### src/rtl/guard_pkg.sv
package guard_pkg;

  // Guard sequencer states
  typedef enum logic [1:0] {
    KS_LOCKED = 2'd0,
    KS_ARMED  = 2'd1,
    KS_OPEN   = 2'd2
  } key_state_e;

  // Address classes seen by the guard
  typedef enum logic [1:0] {
    AC_FREE  = 2'd0,
    AC_KEY   = 2'd1,
    AC_GUARD = 2'd2
  } addr_class_e;

endpackage

### src/rtl/guard_addr_dec.sv
module guard_addr_dec #(
  parameter int                    AW       = 8,
  parameter logic [AW-1:0]         KEY_ADDR = 8'h2E,
  parameter int                    NUM_WIN  = 2,
  parameter logic [NUM_WIN*AW-1:0] WIN_LO   = {8'h30, 8'h20},
  parameter logic [NUM_WIN*AW-1:0] WIN_HI   = {8'h3F, 8'h27}
) (
  input  logic [AW-1:0]            addr,
  output guard_pkg::addr_class_e   cls
);
  import guard_pkg::*;

  logic [NUM_WIN-1:0] hit;

  for (genvar w = 0; w < NUM_WIN; w++) begin : g_win
    localparam logic [AW-1:0] LO = WIN_LO[w*AW +: AW];
    localparam logic [AW-1:0] HI = WIN_HI[w*AW +: AW];
    assign hit[w] = (addr >= LO) && (addr <= HI);
  end

  always_comb begin
    if (addr == KEY_ADDR)  cls = AC_KEY;
    else if (|hit)         cls = AC_GUARD;
    else                   cls = AC_FREE;
  end

endmodule

### src/rtl/guard_key_seq.sv
module guard_key_seq #(
  parameter int            DW        = 8,
  parameter logic [DW-1:0] KEY_FIRST = 8'hA5,
  parameter logic [DW-1:0] KEY_SECOND = 8'h5A
) (
  input  logic                  clk,
  input  logic                  rst_n,
  input  logic                  wr_fire,
  input  logic                  wr_is_key,
  input  logic [DW-1:0]         wr_data,
  output guard_pkg::key_state_e state
);
  import guard_pkg::*;

  key_state_e nxt;

  always_comb begin
    nxt = state;
    if (wr_fire) begin
      unique case (state)
        KS_LOCKED: if (wr_is_key && wr_data == KEY_FIRST) nxt = KS_ARMED;
        KS_ARMED:  nxt = (wr_is_key && wr_data == KEY_SECOND) ? KS_OPEN : KS_LOCKED;
        KS_OPEN:   if (wr_is_key) nxt = KS_LOCKED;
        default:   nxt = KS_LOCKED;
      endcase
    end
  end

  always_ff @(posedge clk) begin
    if (!rst_n) state <= KS_LOCKED;
    else        state <= nxt;
  end

endmodule

### src/rtl/guard_rsp.sv
module guard_rsp #(
  parameter int DW = 8
) (
  input  logic          clk,
  input  logic          rst_n,
  input  logic          rd_fire,
  input  logic [DW-1:0] rd_value,
  output logic          rsp_valid,
  output logic [DW-1:0] rsp_data
);

  always_ff @(posedge clk) begin
    if (!rst_n) begin
      rsp_valid <= 1'b0;
      rsp_data  <= '0;
    end else begin
      rsp_valid <= rd_fire;
      if (rd_fire) rsp_data <= rd_value;
    end
  end

endmodule

### src/rtl/key_guard.sv
module key_guard #(
  parameter int                    AW         = 8,
  parameter int                    DW         = 8,
  parameter logic [AW-1:0]         KEY_ADDR   = 8'h2E,
  parameter logic [DW-1:0]         KEY_FIRST  = 8'hA5,
  parameter logic [DW-1:0]         KEY_SECOND = 8'h5A,
  parameter int                    NUM_WIN    = 2,
  parameter logic [NUM_WIN*AW-1:0] WIN_LO     = {8'h30, 8'h20},
  parameter logic [NUM_WIN*AW-1:0] WIN_HI     = {8'h3F, 8'h27}
) (
  input  logic          clk,
  input  logic          rst_n,
  input  logic          req_valid,
  output logic          req_ready,
  input  logic          req_write,
  input  logic [AW-1:0] req_addr,
  input  logic [DW-1:0] req_wdata,
  output logic          bank_we,
  output logic [AW-1:0] bank_addr,
  output logic [DW-1:0] bank_wdata,
  input  logic [DW-1:0] bank_rdata,
  output logic          rsp_valid,
  output logic [DW-1:0] rsp_data
);
  import guard_pkg::*;

  logic        ready_q;
  logic        fire, wr_fire, rd_fire;
  addr_class_e cls;
  key_state_e  key_state;
  logic [DW-1:0] rd_value;

  always_ff @(posedge clk) begin
    if (!rst_n) ready_q <= 1'b0;
    else        ready_q <= 1'b1;
  end

  assign req_ready = ready_q;
  assign fire      = req_valid && ready_q;
  assign wr_fire   = fire && req_write;
  assign rd_fire   = fire && !req_write;

  guard_addr_dec #(
    .AW(AW), .KEY_ADDR(KEY_ADDR), .NUM_WIN(NUM_WIN), .WIN_LO(WIN_LO), .WIN_HI(WIN_HI)
  ) u_dec (
    .addr (req_addr),
    .cls  (cls)
  );

  guard_key_seq #(
    .DW(DW), .KEY_FIRST(KEY_FIRST), .KEY_SECOND(KEY_SECOND)
  ) u_seq (
    .clk       (clk),
    .rst_n     (rst_n),
    .wr_fire   (wr_fire),
    .wr_is_key (cls == AC_KEY),
    .wr_data   (req_wdata),
    .state     (key_state)
  );

  // Gate toward the bank: free addresses always, guarded ones only when open
  assign bank_we    = wr_fire && ((cls == AC_FREE) ||
                                  (cls == AC_GUARD && key_state == KS_OPEN));
  assign bank_addr  = req_addr;
  assign bank_wdata = req_wdata;

  // Key address reads back the guard status in bit 0
  assign rd_value = (cls == AC_KEY) ? DW'(key_state == KS_OPEN) : bank_rdata;

  guard_rsp #(.DW(DW)) u_rsp (
    .clk       (clk),
    .rst_n     (rst_n),
    .rd_fire   (rd_fire),
    .rd_value  (rd_value),
    .rsp_valid (rsp_valid),
    .rsp_data  (rsp_data)
  );

endmodule

### config.mk
export PLATFORM = sky130hd
export DESIGN_NAME = key_guard
export DESIGN_NICKNAME = d
export VERILOG_FILES = /design/src/rtl/guard_pkg.sv /design/src/rtl/guard_addr_dec.sv /design/src/rtl/guard_key_seq.sv /design/src/rtl/guard_rsp.sv /design/src/rtl/key_guard.sv
export SDC_FILE = /design/constraint.sdc
export NUM_CORES = 1
export LEC_CHECK = 0
export BUFFER_PORTS_ARGS = -buffer_cell sky130_fd_sc_hd__buf_4
export CORE_UTILIZATION = 43
export CTS_BUF_LIST = sky130_fd_sc_hd__clkbuf_4 sky130_fd_sc_hd__clkbuf_8
export CTS_CLUSTER_DIAMETER = 50
export CTS_CLUSTER_SIZE = 28
export DETAILED_ROUTE_END_ITERATION = 7
export PLACE_DENSITY = 0.89
export SLEW_MARGIN = 15
export SYNTH_ARGS = -nofsm -noshare
export SYNTH_HDL_FRONTEND = slang
export SYNTH_SLANG_ARGS = --single-unit
### constraint.sdc
create_clock -name clk -period 1.8 [get_ports clk]
set_input_delay 0.09 -clock clk [delete_from_list [all_inputs] [get_ports clk]]
set_output_delay 0.09 -clock clk [all_outputs]
set_load 0.005 [all_outputs]
=== Word level (Yosys, flattened, before mapping) ===
Cells that the tools add are included.

* Memory bits (writable): 0
* ROM bits: 0
* Memories: 0
* Word-level logic and storage cells: 40
* Register bits: 12
* Latch bits: 0
* Output and inout port bits: 27

* $add $sub $neg: 0
* Shift-type cells: 0
* Bitwise logic cells: 0
* Reduce and logical (&&, ||, !) cells: 15
* Div/mod/pow operators: 0
* Multiply operators: 0
* Multiplexer cells: 8
* Eq/ne operators: 9
* Magnitude comparators: 4

{| class="wikitable"
|+ Operators with widths
! operator !! number
|-
| 8-bit by 6-bit >= comparator with 1-bit output (second input constant) || 2
|-
| 8-bit by 6-bit less-or-equal comparator with 1-bit output (second input constant) || 2
|-
| 2-bit two-way mux || 5
|-
| 1-bit logical AND || 9
|-
| 8-bit by 6-bit equality test with 1-bit output (second input constant) || 1
|-
| 8-bit by 7-bit equality test with 1-bit output (second input constant) || 1
|-
| 8-bit equality test (second input constant) || 1
|-
| 8-bit two-way mux || 1
|-
| 2-bit one-hot mux with 3 select lines || 1
|-
| 2-bit by 1-bit equality test with 1-bit output (second input constant) || 2
|-
| 2-bit equality test (second input constant) || 2
|-
| 2-bit logical NOT || 2
|-
| 2-bit by 1-bit inequality test with 1-bit output (second input constant) || 2
|-
| 3-bit AND reduction || 1
|-
| 2-bit OR reduction || 1
|-
| 1-bit logical NOT || 1
|-
| 1-bit logical OR || 1
|-
| 1-bit two-way mux || 1
|}

=== Depth between registers and ports, before layout ===
Gate-level depths: netlist (run 1).

* Word-level depth: 9
* Mapped depth: 5
* Mapped depth without buffers: 4

=== Hierarchy ===
From an unflattened synthesis (run 1), not the netlist that was laid out.

* Cell total of the unflattened synthesis: 79
* Area total of the unflattened synthesis: 765.7 um^2

{| class="wikitable"
|+ By module, submodules not included
! module !! area each (um^2) !! sequential area each (um^2) !! cells each !! times used
|-
| guard_rsp || 329.1 || 180.2 || 27 || 1
|-
| key_guard || 262.8 || 20.0 || 34 || 1
|-
| guard_key_seq || 138.9 || 40.0 || 14 || 1
|-
| guard_addr_dec || 35.0 || 0.0 || 4 || 1
|}

=== Worst setup path after synthesis (run 1) ===
Ideal clock, no wire load.

* Kind: reg-to-reg
* Start point: register u_seq.state[0]
* End point: register u_rsp.rsp_data[0]
* Period minus slack after synthesis: 1163 ps
* Path buffers: 0
* Arrival: 1047 ps
* Stages on the path, launching flop included: 4
* Path slack: 637 ps
* Setup time: 116 ps
* Path through: dfxtp_1 > and2b_1 > or3_1 > and4_1

* Cells in the longest elaborated chain, start to end: 2

{| class="wikitable"
|+ Ends and longest elaborated chain
! what !! RTL line !! RTL
|-
| start, declared || guard_key_seq.sv:11 || <nowiki>output guard_pkg::key_state_e state</nowiki>
|-
| start signal, assigned || guard_key_seq.sv:31 || <nowiki>else state <= nxt;</nowiki>
|-
| 2-bit equality test || key_guard.sv:68 || <nowiki>assign rd_value = (cls == AC_KEY) ? DW'(key_state == KS_OPEN) : bank_rdata;</nowiki>
|-
| 8-bit two-way mux || key_guard.sv:68 ||
|-
| end signal, assigned || guard_rsp.sv:18 || <nowiki>if (rd_fire) rsp_data <= rd_value;</nowiki>
|-
| end, declared || guard_rsp.sv:9 || <nowiki>output logic [DW-1:0] rsp_data</nowiki>
|}

Every way passes these cells.
A chain may end at the register's enable or synchronous reset.

=== Worst setup path after layout (run 1) ===
* Start point: register u_seq.state[0]
* End point: output bank_we

* Cells in the longest elaborated chain, start to end: 4

{| class="wikitable"
|+ Ends and longest elaborated chain
! what !! RTL line !! RTL
|-
| 2-bit equality test || key_guard.sv:63 || <nowiki>(cls == AC_GUARD && key_state == KS_OPEN));</nowiki>
|-
| 1-bit logical AND || key_guard.sv:63 ||
|-
| 1-bit logical OR || key_guard.sv:62 || <nowiki>assign bank_we = wr_fire && ((cls == AC_FREE) ||</nowiki>
|-
| 1-bit logical AND || key_guard.sv:62 ||
|-
| end, declared || key_guard.sv:18 || <nowiki>output logic bank_we,</nowiki>
|}

Every way passes these cells.

==> results of run 1 <==
## critical path: stages, from the launching register on
cell     delay, ns
dfxtp_1       0.37
and2b_1       0.22
o21ai_0       0.15
a21oi_1       0.09
buf_4         0.15
## cells in the mapped netlist
cell type,number
nand3_2,1
and3_1,1
nor4bb_1,1
nor2_1,11
and4_1,1
buf_2,1
a22oi_1,7
or3_1,1
nand2b_1,1
nand3_1,2
a31oi_4,1
nand4bb_1,1
o21ai_0,1
nand4b_1,2
inv_1,1
o31ai_1,1
nor3b_2,1
and4b_1,1
a31oi_1,1
and2b_1,1
nand2_1,4
dfxtp_1,12
buf_4,16
nand3b_1,1
a21oi_1,1
o21ai_1,1
and3b_2,1
nor2b_4,1
nor3_1,2
nand4_1,1
## what timing repair did
action	in CTS	in global routing
endpoints found under the setup margin	0	0
hold buffers	1	0
hold endpoints to repair	1	0
## flip-flops by register name, summed over array words and instances, names as in the netlist
register	flops
u_rsp.rsp_data	8
req_ready	1
u_rsp.rsp_valid	1
u_seq.state	2
## per-layer routing
metal	vias to the layer above	part of all wire	GRT usage
li1	352	-	-
met1	323	0.35	0.174
met2	48	0.54	0.375
met3	6	0.093	0.0603
met4	0	0.018	0.0688
met5	-	0	0
## worst max-delay path by stage
stage | startpoint | to | slack, ns | cells after the start
2_1_floorplan | u_seq.state[0] | u_rsp.rsp_data[0] | 0.64 | 3
3_3_place_gp | u_seq.state[0] | u_rsp.rsp_data[0] | 0.62 | 3
3_5_place_dp | u_seq.state[0] | u_rsp.rsp_data[0] | 0.59 | 3
4_1_cts | u_seq.state[0] | bank_we | 0.48 | 4
5_1_grt | u_seq.state[0] | bank_we | 0.38 | 4
6_report | u_seq.state[0] | bank_we | 0.46 | 4
## cells by family after synthesis
family | Yosys count
AO/OA/AOI/OAI | 13
buffers and inverters | 18
flip-flops | 12
AND/OR/NAND/NOR | 35
## area by class of cell
class,count,area (um^2)
inverter,1,3.75
clock buffer,4,36.3
sequential,12,240
fill,131,460
timing repair buffer,56,423
tap,16,20.0
multi-input combinational,48,323
## through the flow
stage	std cells	area, um^2	hold slack (ns)	util
after floorplan	78	692	0.118	-
after global placement	132	1000	0.254	0.664
after detailed placement	132	1000	0.254	0.664
after CTS	137	1050	0.0649	0.694
after global routing	137	1050	0.0578	0.694
final	137	1050	0.0664	0.694
## power groups by stage
stage / clock network [uW] / registers [uW] / logic, uW
floorplan: 0 / 284 / 61.2
global placement: 0 / 283 / 136
detailed placement: 0 / 284 / 138
CTS: 209 / 277 / 141
global route: 225 / 278 / 152
finish: 204 / 277 / 140
==> metrics.cfg, run 1 <==
[synth]
syn_area_per_cell_um2 = 8.87
syn_inst = 78
synthesis.area_um2 = 692
synthAdderAreaFrac = 0
synth_compound_area_frac = 0.148
synth_top_family_by_area = simple AND/OR/NAND/NOR gates
synth_mux_area_frac = 0
synth-xor-area-share = 0
synth_cell_type_count = 30
synth_seq_area_share = 0.347
ys_top_cells_by_area = dfxtp_1 (35%), buf_4 (17%), a22oi_1 (7.6%)
synth_top_area_share = 0.347
synth_nets = 106
ys_seq_elements = 12
synthSimpleGateAreaFrac = 0.318
synth_top_area_cell = dfxtp_1
yosys_warnings = 0

[status]
status = completed

[worst_setup_path]
r2r_slack_ns = 0.57
critPathRequiredTime_ns = 1.71
r2r-end = u_rsp.rsp_data[0]
rr_worst_depth = 3
r2r-start = u_seq.state[0]
path_class = reg2out
cp_max_fo = 4
cp-start-kind = flop
arrival_ns = 1.25
critPathCaptureType = output port

[die]
rows = 14
start_util = 0.459
die-area_mm2 = 0.00177
die_w_um = 42.1
die_h_um = 42.1
ioPinCount = 55
placeableCoreArea_mm2 = 0.00151

[timing]
finalSetupTns_ns = 0
worst_slew_pin_slew_ns = 0.328
fin_crit_sh = 0.745
hold_viol_final = 0
rsz0062_at_grt = no
finalSetupViolations = 0
maxSlewHeadroom = 0.780
post-route-min-period_ns = 1.34
fin_ws_ns = 0.459
finalClockSkew_ns = 0.00199
finalMaxSlewViolations = 0
fmax_mhz = 746

[worst_hold_path]
hold_path.class = in2reg
hold_depth = 3
hold_end = u_rsp.rsp_data[1]
worstHoldStart = bank_rdata[1]

[power]
switching_share = 0.222
p_int_uw = 484
p_leak_uw = 0.000497
p_sw_uw = 138
p_per_area_mw_per_mm2 = 594
clockPowerShare = 0.328
total_power_uw = 621
sequentialPowerShare = 0.447
power_frac_comb = 0.225
ir_drop_v = 0.000370

[place]
place_ws_ns = 0.590
gp_congestion = 0.750
hpwl_um = 1340
io_buffers = 54

[cells_and_area]
n_antenna_cell = 0
final_cell_mix = buf_4 (55), dfxtp_1 (12), nor2_1 (11)
drive_above_1_share = 0.529
layout.cells.most_common = buf_4
nets = 150
syn_to_final_growth_pct = 51.2

[route]
ant_nets = 0
drt_first_pass_iters = 4
drtIter0Drc = 13
wirelength_um = 1660
vias = 729
drcViolationCount = 0
wire_per_inst_um = 12.1
viasPerCell = 5.32

[global_routing]
grt_start_max_net_pins = 10
antenna_found_initial = 0
grt_pass1_wl_um = 2580
grt_overflow = 0
grt_use_total = 0.188
grt_pass1_vias = 659

[clock_network]
insertion_delay_ns = 0.26
post_cts_resize_count = 0
cts_made_buffers = 3
cts.sinks = 12
cts_tree = done
cts_root_buffer = clkbuf_4
cts_buffer_depth = 2
cts_setup_buffers = 0
h-tree-depth = 1
clkTransAtPathRegs_ns = 0.07

[flow_run]
drv_cap = 0

Note: power is estimated with default switching activity, not from simulation.
==> run 2, diff against run 1 <==
--- a/config.mk
+++ b/config.mk
@@ -6,12 +6,12 @@
 export NUM_CORES = 1
 export LEC_CHECK = 0
 export BUFFER_PORTS_ARGS = -buffer_cell sky130_fd_sc_hd__buf_4
-export CORE_UTILIZATION = 43
+export CORE_UTILIZATION = 36
 export CTS_BUF_LIST = sky130_fd_sc_hd__clkbuf_4 sky130_fd_sc_hd__clkbuf_8
 export CTS_CLUSTER_DIAMETER = 50
 export CTS_CLUSTER_SIZE = 28
 export DETAILED_ROUTE_END_ITERATION = 7
-export PLACE_DENSITY = 0.89
+export PLACE_DENSITY = 0.79
 export SLEW_MARGIN = 15
 export SYNTH_ARGS = -nofsm -noshare
 export SYNTH_HDL_FRONTEND = slang
==> constraint.sdc (replaced) <==
create_clock -name clk -period 1.14 [get_ports clk]
set_input_delay 0.057 -clock clk [delete_from_list [all_inputs] [get_ports clk]]
set_output_delay 0.057 -clock clk [all_outputs]
set_load 0.005 [all_outputs]
==> run 2 against run 1 <==
Net effect:
- the flow now finishes with violations (negative setup slack)
- first-iteration DRC count rose by 7.7%
- worst setup slack got worse by 0.49 ns
- clock skew increased by 0.0017 ns
- power grew 61%
- core utilization down 7.3 points
- count of clock-buffer cells in the layout unchanged
- cell area up 4.8%
- clock power up 63%
- critical path depth is the same
- sequential power grew 58%
- cell count grew 8.8%
- critical path type unchanged
==> metrics.cfg, run 2 (synthesis results as in run 1) <==
[timing]
finalClockSkew_ns = 0.00370  ; was 0.00199 ns
finalSetupViolations = 1  ; was 0
fin_ws_ns = -0.0340  ; was 0.459 ns
rsz0062_at_grt = yes  ; was no
hold_viol_final = 0  ; unchanged
fin_crit_sh = 1.03
finalMaxSlewViolations = 0  ; unchanged
post-route-min-period_ns = 1.17
fmax_mhz = 852
maxSlewHeadroom = 0.792  ; was 0.780
worst_slew_pin_slew_ns = 0.310  ; was 0.328 ns

[die]
die_w_um = 45.8  ; was 42.1 um
die-area_mm2 = 0.00210  ; was 0.00177 mm^2
placeableCoreArea_mm2 = 0.00176  ; was 0.00151 mm^2
ioPinCount = 55  ; unchanged
die_h_um = 45.8  ; was 42.1 um
start_util = 0.392  ; was 0.459
rows = 15  ; was 14

[route]
drcViolationCount = 0  ; unchanged
wirelength_um = 1570  ; was 1660 um
drt_first_pass_iters = 4  ; unchanged
wire_per_inst_um = 10.5  ; was 12.1 um
drtIter0Drc = 14  ; was 13
viasPerCell = 4.82  ; was 5.32
ant_nets = 0  ; unchanged
vias = 718  ; was 729

[worst_setup_path]
arrival_ns = 1.12  ; was 1.25 ns
crit_chain = and2b_1, o21ai_1, a21oi_1, buf_4  ; was and2b_1, o21ai_0, a21oi_1, buf_4
cp-start-kind = flop  ; unchanged
r2r-start = req_ready  ; was u_seq.state[0]
critPathRequiredTime_ns = 1.08  ; was 1.71 ns
cp_max_fo = 3  ; was 4
path_class = reg2out  ; unchanged
crit_slowest_cell = dfxtp_2  ; was dfxtp_1
critPathCaptureType = output port  ; unchanged
cpPeakStageDelay_ns = 0.32  ; was 0.37 ns
crit_start = u_seq.state[0]  ; unchanged

[cells_and_area]
n_antenna_cell = 0  ; unchanged
layout.cells.most_common = buf_4  ; unchanged
top_register = u_rsp.rsp_data  ; unchanged
layout.cells.non_filler = 149  ; was 137
nets = 153  ; was 150
reg_top3 = u_rsp.rsp_data x8, u_seq.state x2  ; unchanged
drive_above_1_share = 0.573  ; was 0.529
largest_reg_flops = 8  ; unchanged
final_cell_mix = buf_4 (57), nor2_1 (11), dfxtp_1 (10)  ; was buf_4 (55), dfxtp_1 (12), nor2_1 (11)
fillCellCount = 192  ; was 131
syn_to_final_growth_pct = 58.4  ; was 51.2%

[status]
status = complete, but fails checks  ; was completed
violations = negative setup slack

[clock_network]
cts_made_buffers = 3  ; unchanged
cts.sinks = 12  ; unchanged
insertion_delay_ns = 0.27  ; was 0.26 ns
cts_buffer_depth = 2  ; unchanged
h-tree-depth = 1  ; unchanged
cts_tree = done  ; unchanged
cts_root_buffer = clkbuf_4  ; unchanged
clkTransAtPathRegs_ns = 0.08  ; was 0.07 ns
cts_setup_buffers = 0  ; unchanged

[global_routing]
grt_pass1_vias = 648  ; was 659
grt_pass1_wl_um = 2420  ; was 2580 um
grt_overflow = 0  ; unchanged
antenna_found_initial = 0  ; unchanged
grt_use_total = 0.156  ; was 0.188
grt_start_max_net_pins = 9  ; was 10

[power]
p_sw_uw = 228  ; was 138 uW
switching_share = 0.228  ; was 0.222
p_int_uw = 770  ; was 484 uW
p_per_area_mw_per_mm2 = 910  ; was 594 mW/mm^2
power_frac_comb = 0.227  ; was 0.225
ir_drop_v = 0.000488  ; was 0.000370 V
sequentialPowerShare = 0.439  ; was 0.447
clockPowerShare = 0.334  ; was 0.328
p_leak_uw = 0.000516  ; was 0.000497 uW

[place]
place_ws_ns = 0.0174  ; was 0.590 ns
dp_cells = 144  ; was 132
hpwl_um = 1350  ; was 1340 um
io_buffers = 54  ; unchanged
gp_congestion = 0.785  ; was 0.750

[worst_hold_path]
hold_path.class = in2reg  ; unchanged
worstHoldStart = bank_rdata[2]  ; was bank_rdata[1]

[flow_run]
drv_cap = 0  ; unchanged

-- run 2: path summary, 6_finish.rpt --
check / slack [ns] / depth (start not counted) / to
worst max-delay path: -0.03 / 4 / bank_we
worst min-delay path: 0.02 / 3 / u_rsp.rsp_data[2]
worst max register to register: 0.02 / 5 / u_rsp.rsp_data[1]
worst min register to register: 0.51 / 2 / u_rsp.rsp_data[4]
-- run 2: per-stage QoR --
stage               hold slack (ns)  cell area, um^2   util  TNS [ns]  power (uW)
global placement              0.222             1030  0.587         0         667
detailed placement            0.228             1030  0.587         0         671
floorplan                    0.0847              693      -         0         545
CTS                          0.0196             1080  0.613   -0.0548        1010
global route                 0.0472             1100  0.621    -0.866        1050
finish                       0.0217             1100  0.621   -0.0340         997
-- run 2: per-layer routing --
| layer | vias to the layer above | share of wire | wire length [um] | GRT usage |
|---|---|---|---|---|
| met5 | - | 0 | 0 | 0 |
| li1 | 360 | - | - | - |
| met4 | 0 | 0 | 0 | 0.0529 |
| met3 | 0 | 0.075 | 118 | 0.0278 |
| met2 | 31 | 0.56 | 886 | 0.310 |
| met1 | 327 | 0.36 | 566 | 0.157 |
-- run 2: power by group through the flow --
stage,registers (uW),logic [uW],clock network [uW]
floorplan,449,96.6,0
detailed placement,448,223,0
global placement,447,219,0
global route,440,249,358
finish,438,227,333
CTS,438,227,343
-- run 2: cell type report --
cell class              count  area [um^2]  area share
clock buffers               4         36.3      0.0331
flip-flops and latches     12          243       0.221
inverters                   1         3.75     0.00342
repair buffers             59          449       0.410
well taps                  25         31.3      0.0285
multi-input cells          48          333       0.304
-- run 2: worst max-delay path, delay by kind of cell (launching register included) --
family                 cells  cell delay (ns)
DFF                        1             0.32
AOI/OAI and AO/OA          2             0.19
buffers and inverters      1             0.13
and+or+nand+nor            1             0.21
-- run 2: repair_timing --
action / CTS / global route
endpoints found under the hold margin: 1 / 0
hold buffers: 1 / 0
gates resized for setup: 1 / 4
setup endpoints to repair: 1 / 11
pin swaps: 1 / 5
